===== config.mk =====
export PLATFORM = sky130hd
export DESIGN_NAME = pll_clk_mode_ctrl
export DESIGN_NICKNAME = d
export VERILOG_FILES = /design/src/rtl/pllc_pkg.sv /design/src/rtl/pllc_sync.sv /design/src/rtl/pllc_lock_timer.sv /design/src/rtl/pllc_ref_monitor.sv /design/src/rtl/pll_clk_mode_ctrl.sv
export SDC_FILE = /design/constraint.sdc
export NUM_CORES = 1
export LEC_CHECK = 0
export ABC_AREA = 1
export BUFFER_PORTS_ARGS = -buffer_cell sky130_fd_sc_hd__buf_2
export CORE_UTILIZATION = 33
export DETAILED_ROUTE_END_ITERATION = 8
export GPL_ROUTABILITY_DRIVEN = 0
export SYNTH_ARGS = -nofsm -noshare
export SYNTH_HDL_FRONTEND = slang
export SYNTH_SLANG_ARGS = --single-unit

===== constraint.sdc =====
create_clock -name clk -period 4.8 [get_ports clk]
set_input_delay 0.96 -clock clk [delete_from_list [all_inputs] [get_ports clk]]
set_output_delay 0.96 -clock clk [all_outputs]
set_load 0.02 [all_outputs]

===== src/rtl/pllc_pkg.sv =====
package pllc_pkg;
    typedef enum logic [1:0] {
        MODE_DIS  = 2'd0,
        MODE_BYP  = 2'd1,
        MODE_ENA  = 2'd2,
        MODE_LIMP = 2'd3
    } clk_mode_e;

    localparam int unsigned N_SRC   = 3;
    localparam int unsigned SRC_REF  = 0;
    localparam int unsigned SRC_LIMP = 1;
    localparam int unsigned SRC_PLL  = 2;
endpackage


===== src/rtl/pllc_sync.sv =====
module pllc_sync #(
    parameter int unsigned STAGES = 2
) (
    input  logic clk,
    input  logic rst_n,
    input  logic async_in,
    output logic level
);
    logic [STAGES-1:0] sh_d, sh_q;

    always_comb begin
        if (!rst_n) sh_d = '0;
        else        sh_d = {sh_q[STAGES-2:0], async_in};
    end

    always_ff @(posedge clk) sh_q <= sh_d;

    assign level = sh_q[STAGES-1];
endmodule


===== src/rtl/pllc_lock_timer.sv =====
module pllc_lock_timer #(
    parameter int unsigned LOCK_CYCLES = 131072
) (
    input  logic clk,
    input  logic rst_n,
    input  logic restart,
    input  logic tick,
    output logic locked
);
    localparam int unsigned CNT_W = $clog2(LOCK_CYCLES + 1);
    localparam logic [CNT_W-1:0] DONE = CNT_W'(LOCK_CYCLES);

    logic [CNT_W-1:0] cnt_d, cnt_q;

    always_comb begin
        cnt_d = cnt_q;
        if (!rst_n)                    cnt_d = DONE;
        else if (restart)              cnt_d = '0;
        else if (tick && cnt_q != DONE) cnt_d = cnt_q + 1'b1;
    end

    always_ff @(posedge clk) cnt_q <= cnt_d;

    assign locked = (cnt_q == DONE);
endmodule


===== src/rtl/pllc_ref_monitor.sv =====
module pllc_ref_monitor #(
    parameter int unsigned MISS_LIMIT = 16
) (
    input  logic clk,
    input  logic rst_n,
    input  logic ref_tick,
    input  logic limp_tick,
    output logic missing
);
    localparam int unsigned CNT_W = $clog2(MISS_LIMIT + 1);
    localparam logic [CNT_W-1:0] LIMIT = CNT_W'(MISS_LIMIT);

    logic [CNT_W-1:0] cnt_d, cnt_q;

    always_comb begin
        cnt_d = cnt_q;
        if (!rst_n)                           cnt_d = '0;
        else if (ref_tick)                    cnt_d = '0;
        else if (limp_tick && cnt_q != LIMIT) cnt_d = cnt_q + 1'b1;
    end

    always_ff @(posedge clk) cnt_q <= cnt_d;

    assign missing = (cnt_q == LIMIT);
endmodule


===== src/rtl/pll_clk_mode_ctrl.sv =====
module pll_clk_mode_ctrl
    import pllc_pkg::*;
#(
    parameter int unsigned RATIO_W     = 4,
    parameter int unsigned WD_W        = 16,
    parameter int unsigned LOCK_CYCLES = 131072,
    parameter int unsigned MISS_LIMIT  = 16,
    parameter int unsigned SYNC_STAGES = 2
) (
    input  logic               clk,
    input  logic               rst_n,
    input  logic               ref_clk,
    input  logic               limp_clk,
    input  logic               pll_clk,
    input  logic               pll_dis_n,
    input  logic               wr_en,
    input  logic [RATIO_W-1:0] wr_ratio,
    input  logic               wd_en,
    output logic               clk_out,
    output logic [1:0]         mode,
    output logic [RATIO_W-1:0] ratio,
    output logic               lock,
    output logic               clk_fail,
    output logic               wr_err,
    output logic [WD_W-1:0]    wd_count
);
    typedef struct packed {
        logic               dis;
        logic [RATIO_W-1:0] ratio;
        logic               wr_err;
        logic               fail;
        clk_mode_e          sel;
        logic               out;
        logic [WD_W-1:0]    wd;
        logic [N_SRC-1:0]   prev;
    } state_t;

    state_t st_d, st_q;

    logic [N_SRC-1:0] src_raw, lvl, rise;
    logic             accept, locked, missing;
    clk_mode_e        target;
    logic             natural;

    assign src_raw[SRC_REF]  = ref_clk;
    assign src_raw[SRC_LIMP] = limp_clk;
    assign src_raw[SRC_PLL]  = pll_clk;

    for (genvar g = 0; g < N_SRC; g++) begin : g_sync
        pllc_sync #(.STAGES(SYNC_STAGES)) u_sync (
            .clk     (clk),
            .rst_n   (rst_n),
            .async_in(src_raw[g]),
            .level   (lvl[g])
        );
    end

    assign rise   = lvl & ~st_q.prev;
    assign accept = wr_en && !wd_en;

    pllc_lock_timer #(.LOCK_CYCLES(LOCK_CYCLES)) u_lock (
        .clk    (clk),
        .rst_n  (rst_n),
        .restart(accept),
        .tick   (rise[SRC_REF]),
        .locked (locked)
    );

    pllc_ref_monitor #(.MISS_LIMIT(MISS_LIMIT)) u_mon (
        .clk      (clk),
        .rst_n    (rst_n),
        .ref_tick (rise[SRC_REF]),
        .limp_tick(rise[SRC_LIMP]),
        .missing  (missing)
    );

    always_comb begin
        if (st_q.dis)                              target = MODE_DIS;
        else if (st_q.fail)                        target = MODE_LIMP;
        else if (st_q.ratio != '0 && locked)       target = MODE_ENA;
        else                                       target = MODE_BYP;

        unique case (st_q.sel)
            MODE_DIS:  natural = lvl[SRC_REF];
            MODE_BYP:  natural = rise[SRC_REF] ? ~st_q.out : st_q.out;
            MODE_ENA:  natural = rise[SRC_PLL] ? ~st_q.out : st_q.out;
            default:   natural = lvl[SRC_LIMP];
        endcase
    end

    always_comb begin
        st_d      = st_q;
        st_d.prev = lvl;

        if (accept) st_d.ratio = wr_ratio;
        if (wr_en && wd_en) st_d.wr_err = 1'b1;

        if (!st_q.dis && st_q.ratio != '0 && missing) st_d.fail = 1'b1;

        if (wd_en && rise[SRC_REF]) st_d.wd = st_q.wd - 1'b1;

        if (target == st_q.sel) begin
            st_d.out = natural;
        end else if (!st_q.out) begin
            st_d.sel = target;
            st_d.out = 1'b0;
        end else begin
            st_d.out = (target == MODE_LIMP) ? 1'b0 : natural;
        end

        if (!rst_n) begin
            st_d        = '0;
            st_d.dis    = ~pll_dis_n;
            st_d.sel    = pll_dis_n ? MODE_BYP : MODE_DIS;
            st_d.wd     = '1;
        end
    end

    always_ff @(posedge clk) st_q <= st_d;

    assign clk_out  = st_q.out;
    assign mode     = st_q.sel;
    assign ratio    = st_q.ratio;
    assign lock     = locked;
    assign clk_fail = st_q.fail;
    assign wr_err   = st_q.wr_err;
    assign wd_count = st_q.wd;
endmodule


### Yosys cells after proc, flatten, opt, wreduce, memory -nomap -nowiden

Cells that the tools add are included.

| storage, ports and cells | value |
|---|---|
| register bits after elaboration | 58 |
| bits of input ports | 12 |
| output and inout port bits | 26 |
| logic and storage cells | 64 |

| cells by class | value |
|---|---|
| $add $sub $neg | 3 |
| equality and inequality tests | 10 |
| mux-type cells | 16 |
| bitwise gates (word level) | 5 |
| reductions and logical operators | 16 |

Operators with widths:

| kind | number |
|---|---|
| $mux W18 | 2 |
| $mux W22 | 1 |
| $add A18 B1 Y18 const B | 1 |
| $eq A18 B18 Y1 const B | 1 |
| $ne A18 B18 Y1 const B | 1 |
| $mux W16 | 1 |
| $sub A16 B1 Y16 const B | 1 |
| $mux W2 | 5 |
| $logic_and A1 B1 Y1 | 8 |
| $mux W1 | 6 |
| $add A5 B1 Y5 const B | 1 |
| $eq A5 B5 Y1 const B | 1 |
| $ne A5 B5 Y1 const B | 1 |
| $eq A2 B2 Y1 const B | 2 |
| $ne A2 B2 Y1 const B | 2 |
| $reduce_bool A4 Y1 | 1 |
| $reduce_or A2 Y1 | 2 |
| $and A3 B3 Y3 | 1 |
| $not A1 Y1 | 3 |
| $not A3 Y3 | 1 |
| $pmux W1 S3 | 1 |
| $eq A2 B1 Y1 const B | 1 |
| $eq A2 B2 Y1 | 1 |
| $logic_not A1 Y1 | 2 |
| other kinds (3) | 3 |

### Depth between registers and ports, before layout

| depth | value |
|---|---|
| word-level depth | 10 |
| gate-level depth with buffers | 11 |
| mapped depth without buffers | 11 |

### Cells and area by module

Synthesis repeated with hierarchy kept, for this count alone.

| second synthesis, totals | value |
|---|---|
| cell total of the unflattened synthesis | 468 |
| area, all modules | 3199.3 sq um |

By module, submodules not included:

| module | instances | cells an instance | area an instance (sq um) | sequential area each (sq um) |
|---|---|---|---|---|
| pll_clk_mode_ctrl | 1 | 228 | 1575.3 | 610.6 |
| pllc_lock_timer | 1 | 179 | 1179.9 | 360.3 |
| pllc_ref_monitor | 1 | 43 | 279.0 | 100.1 |
| pllc_sync | 3 | 6 | 55.1 | 40.0 |

### Least setup slack after synthesis

Ideal clock, no wire load.

| path | value |
|---|---|
| path type | flip-flop to output port |
| start | register u_lock.cnt_q[0] |
| end | output port lock |
| data arrival time | 987 ps |
| data required time | 3840 ps |
| slack | 2853 ps |
| stages on the path, launching flop included | 7 |
| path buffers | 0 |
| cell sequence | dfxtp_1 inv_2 ha_1 nand3_1 inv_1 nand3_2 inv_1 |

| between the ends | value |
|---|---|
| cells in the longest elaborated chain, start to end | 1 |

RTL lines:

| element | line | source |
|---|---|---|
| from (decl) | pllc_lock_timer.sv:13 | `logic [CNT_W-1:0] cnt_d, cnt_q;` |
| from (signal assigned) | pllc_lock_timer.sv:22 | `always_ff @(posedge clk) cnt_q <= cnt_d;` |
| $eq A18 B18 Y1 | pllc_lock_timer.sv:24 | `assign locked = (cnt_q == DONE);` |
| to (decl) | pll_clk_mode_ctrl.sv:22 | `output logic lock,` |

Every way passes these cells.

### Final worst setup path

Same ends and word-level chain as after synthesis.

==> insert_results.sql <==
INSERT INTO impl_metrics (metric_group, metric, value, unit) VALUES
('cts', 'ctsResizeCount', '0', ''),
('cts', 'cts.root.buffer_cell', 'sky130_fd_sc_hd__clkbuf_8', ''),
('detailed_routing', 'drc', '0', ''),
('power', 'power_density', '321.8', 'nW/um2'),
('status', 'outcome', 'completed', ''),
('detailed_routing', 'postRouteWirelength', '6.697', 'mm'),
('power', 'power_report.internal_total', '831.3', 'uW'),
('detailed_routing', 'dr_wl_met2', '3.143', 'mm'),
('detailed_routing', 'routed-wl-met3', '301', 'um'),
('cts', 'cts-buffers-inserted', '9', ''),
('synth', 'synth_enable_flop_cells', '3', ''),
('timing', 'final_hold_violations', '0', ''),
('finish', 'regArea', '1191', 'um2'),
('power', 'seqPwrFrac', '45.8', '%'),
('grt', 'antenna_found_initial', '0', ''),
('floorplanning', 'area_of_the_die', '9969', 'um2'),
('power', 'irDropWorstVdd', '187.1', 'uV'),
('synth', 'mappedNetlistArea', '3159', 'um2'),
('detailed_routing', 'highest_layer', 'met4', ''),
('grt', 'grt_pass1_wl', '11.51', 'mm'),
('critical_path', 'crit_required', '3.84', 'ns'),
('critical_path', 'worstRegToRegCells', '11', ''),
('finish', 'fillCellCount', '983', ''),
('timing', 'timing.final.setup_violations', '0', ''),
('timing', 'unrepaired_setup_endpoints_after_global_routing', 'no', ''),
('finish', 'multiInputGateArea', '1483', 'um2'),
('cts', 'postCtsSetupBuffers', '0', ''),
('timing', 'timing.fmax', '390.2', 'MHz'),
('critical_path', 'critical_path.endpoint_type', 'output port', ''),
('grt', 'grt_util_all_layers', '14.62', '%'),
('critical_path', 'start_kind', 'register', ''),
('cts', 'clock-sinks', '58', ''),
('placed_design', 'place_inst', '575', ''),
('power', 'clockPowerShare', '45.4', '%'),
('cts', 'worstSkewPairLatency', '0.34', 'ns'),
('hold_path', 'holdCritPathClass', 'reg -> reg', ''),
('grt', 'grt_max_degree', '30', ''),
('floorplanning', 'rows', '35', ''),
('timing', 'min_period_over_period', '53.40', '%'),
('synth', 'netlist_instances', '439', ''),
('detailed_routing', 'drt_first_pass_iters', '4', ''),
('synth', 'postSynthAreaPerCell', '7.197', 'um2'),
('placed_design', 'detailedPlacementHpwl', '4.937', 'mm'),
('finish', 'area_delta_synth_final', '10.85', '%'),
('finish', 'final_cell_count_no_fill', '591', ''),
('detailed_routing', 'via_per_inst', '4.574', ''),
('floorplanning', 'start_util', '34.19', '%'),
('critical_path', 'cp_max_fo', '6', ''),
('power', 'switching_power', '295.5', 'uW'),
('detailed_routing', 'drt_iter0_markers', '99', ''),
('critical_path', 'worst_ep_arrival_time', '1.60', 'ns'),
('power', 'fraction_of_power_spent_switching_nets', '26.23', '%'),
('grt', 'globalRoute.totalOverflow', '0', ''),
('cts', 'clk_transition_reported_paths', '0.07', 'ns'),
('cts', 'cts_buffer_depth', '2', ''),
('synth', 'synth.yosys.seq_area_share', '37.70', '%'),
('detailed_routing', 'route.vias.total', '2703', ''),
('synth', 'synth_fp_nets', '456', ''),
('critical_path', 'worst-r2r-setup-slack', '3.04', 'ns'),
('grt', 'via_count_of_the_first_global_routing_pass', '2573', ''),
('flow_run', 'max_cap_violations', '0', ''),
('timing', 'final.min_clock_period', '2.563', 'ns'),
('cts', 'cts-hold-fix-buffers', '0', ''),
('floorplanning', 'die_width', '99.85', 'um'),
('hold_path', 'hold-path-cell-count', '2', ''),
('timing', 'hold-worst-slack', '0.4144', 'ns'),
('finish', 'n_antenna_cell', '0', ''),
('finish', 'final_net_count', '474', ''),
('floorplanning', 'io_pins', '38', ''),
('floorplanning', 'core_area', '9240', 'um2'),
('floorplanning', 'die_h', '99.85', 'um');
==> stage by stage <==
stage          util, %  power (uW)  setup WS [ns]  area (um2)
2_1_floorplan        -       607.4          2.853        3159
3_3_place_gp     35.48       626.1          2.217        3278
3_5_place_dp     35.48       628.0          2.130        3278
4_1_cts          37.90        1143          2.221        3502
5_1_grt          37.90        1178          2.110        3502
6_report         37.90        1127          2.237        3502
==> cell usage in the layout, fill, tap and decap left out, types with 2 or more instances in the layout <==
cell type,n
sky130_fd_sc_hd__nor3_1,14
sky130_fd_sc_hd__ha_1,5
sky130_fd_sc_hd__xor2_1,8
sky130_fd_sc_hd__inv_2,3
sky130_fd_sc_hd__nand2_4,2
sky130_fd_sc_hd__xnor2_1,2
sky130_fd_sc_hd__a21oi_1,28
sky130_fd_sc_hd__nor2_2,3
sky130_fd_sc_hd__dfxtp_1,55
sky130_fd_sc_hd__o21ai_1,5
sky130_fd_sc_hd__nor2_4,3
sky130_fd_sc_hd__nand3_1,31
sky130_fd_sc_hd__edfxtp_1,3
sky130_fd_sc_hd__clkinv_4,2
sky130_fd_sc_hd__buf_2,37
sky130_fd_sc_hd__nand4_1,10
sky130_fd_sc_hd__nand2_1,85
sky130_fd_sc_hd__nor2_1,45
sky130_fd_sc_hd__nand2_2,4
sky130_fd_sc_hd__clkbuf_8,9
sky130_fd_sc_hd__o211ai_1,5
sky130_fd_sc_hd__bufinv_16,2
sky130_fd_sc_hd__inv_6,3
sky130_fd_sc_hd__inv_1,61
sky130_fd_sc_hd__o21ai_0,21
==> power groups by stage <==
stage	sequential (uW)	clock, uW	combinational, uW
3_3_place_gp	528	0	98.4
5_1_grt	520	544	115
2_1_floorplan	525	0	81.9
6_report	516	511	99.0
4_1_cts	517	526	100
3_5_place_dp	528	0	99.9
==> kinds of logic (layout without fill, tap and decap cells) <==
logic type               Yosys count  after routing  synth area share [%]
AND/OR/NAND/NOR                  208            208                 31.72
buffers and inverters             96            119                 15.37
AO/OA/AOI/OAI                     62             62                 10.46
flip-flops                        58             58                 37.70
XOR/XNOR                          10             10                 2.772
adder cells (fa/ha/maj)            5              5                 1.980
==> cells in the mapped netlist, types with 2 or more instances <==
library cell	instances	area share, %
sky130_fd_sc_hd__inv_6	2	0.55
sky130_fd_sc_hd__ha_1	5	2.0
sky130_fd_sc_hd__nand3_1	31	4.9
sky130_fd_sc_hd__xor2_1	8	2.2
sky130_fd_sc_hd__buf_4	22	5.2
sky130_fd_sc_hd__nand4_1	10	2.0
sky130_fd_sc_hd__dfxtp_1	55	35
sky130_fd_sc_hd__nor2_1	45	5.3
sky130_fd_sc_hd__o21ai_1	5	0.79
sky130_fd_sc_hd__edfxtp_1	3	2.9
sky130_fd_sc_hd__xnor2_1	2	0.55
sky130_fd_sc_hd__o211ai_1	5	1.2
sky130_fd_sc_hd__inv_2	3	0.36
sky130_fd_sc_hd__nor3_1	14	2.2
sky130_fd_sc_hd__inv_1	61	7.2
sky130_fd_sc_hd__nor2_4	3	1.1
sky130_fd_sc_hd__nand2_4	2	0.71
sky130_fd_sc_hd__clkbuf_1	4	0.48
sky130_fd_sc_hd__a21oi_1	28	4.4
sky130_fd_sc_hd__o21ai_0	21	3.3
sky130_fd_sc_hd__nand2_1	85	10
sky130_fd_sc_hd__nand2_2	4	0.79
sky130_fd_sc_hd__nor2_2	3	0.59
sky130_fd_sc_hd__buf_6	2	0.71
==> worst max-delay path by stage <==
stage	startpoint	to	slack (ns)
after floorplan	u_lock.cnt_q[0]	lock	2.85
after global placement	rst_n	u_lock.cnt_q[7]	2.22
after detailed placement	rst_n	u_lock.cnt_q[7]	2.13
after CTS	u_lock.cnt_q[0]	lock	2.22
after global routing	u_lock.cnt_q[0]	lock	2.11
final	u_lock.cnt_q[0]	lock	2.24
==> worst max-delay path, stage by stage, from the launching register on <==
cell	delay [ns]
sky130_fd_sc_hd__dfxtp_1	0.46
sky130_fd_sc_hd__inv_2	0.09
sky130_fd_sc_hd__ha_1	0.22
sky130_fd_sc_hd__nand3_1	0.10
sky130_fd_sc_hd__inv_1	0.07
sky130_fd_sc_hd__nand3_2	0.10
sky130_fd_sc_hd__inv_1	0.05
sky130_fd_sc_hd__buf_2	0.15
==> registers in the layout, summed over array words and instances (netlist names) <==
register	cells
clk_out	1
wr_err	1
ratio	4
wd_count	16
mode	2
clk_fail	1
u_lock.cnt_q	18
st_q	4
g_sync.u_sync.sh_q	6
u_mon.cnt_q	5
==> cell type report <==
| class | count | area share [%] |
|---|---|---|
| tap | 129 | 4.609 |
| multi-input combinational | 285 | 42.34 |
| timing repair buffer | 37 | 5.288 |
| inverter | 66 | 7.360 |
| clock buffer | 9 | 3.537 |
| clock inverter | 7 | 2.858 |
| sequential | 58 | 34.01 |
==> per-layer routing <==
layer,track usage (%),up-vias
met4,6.674,0
met1,17.19,1213
li1,-,1427
met3,4.735,15
met2,24.24,48
met5,0,-
No activity file was read; power rests on OpenSTA's default activity.
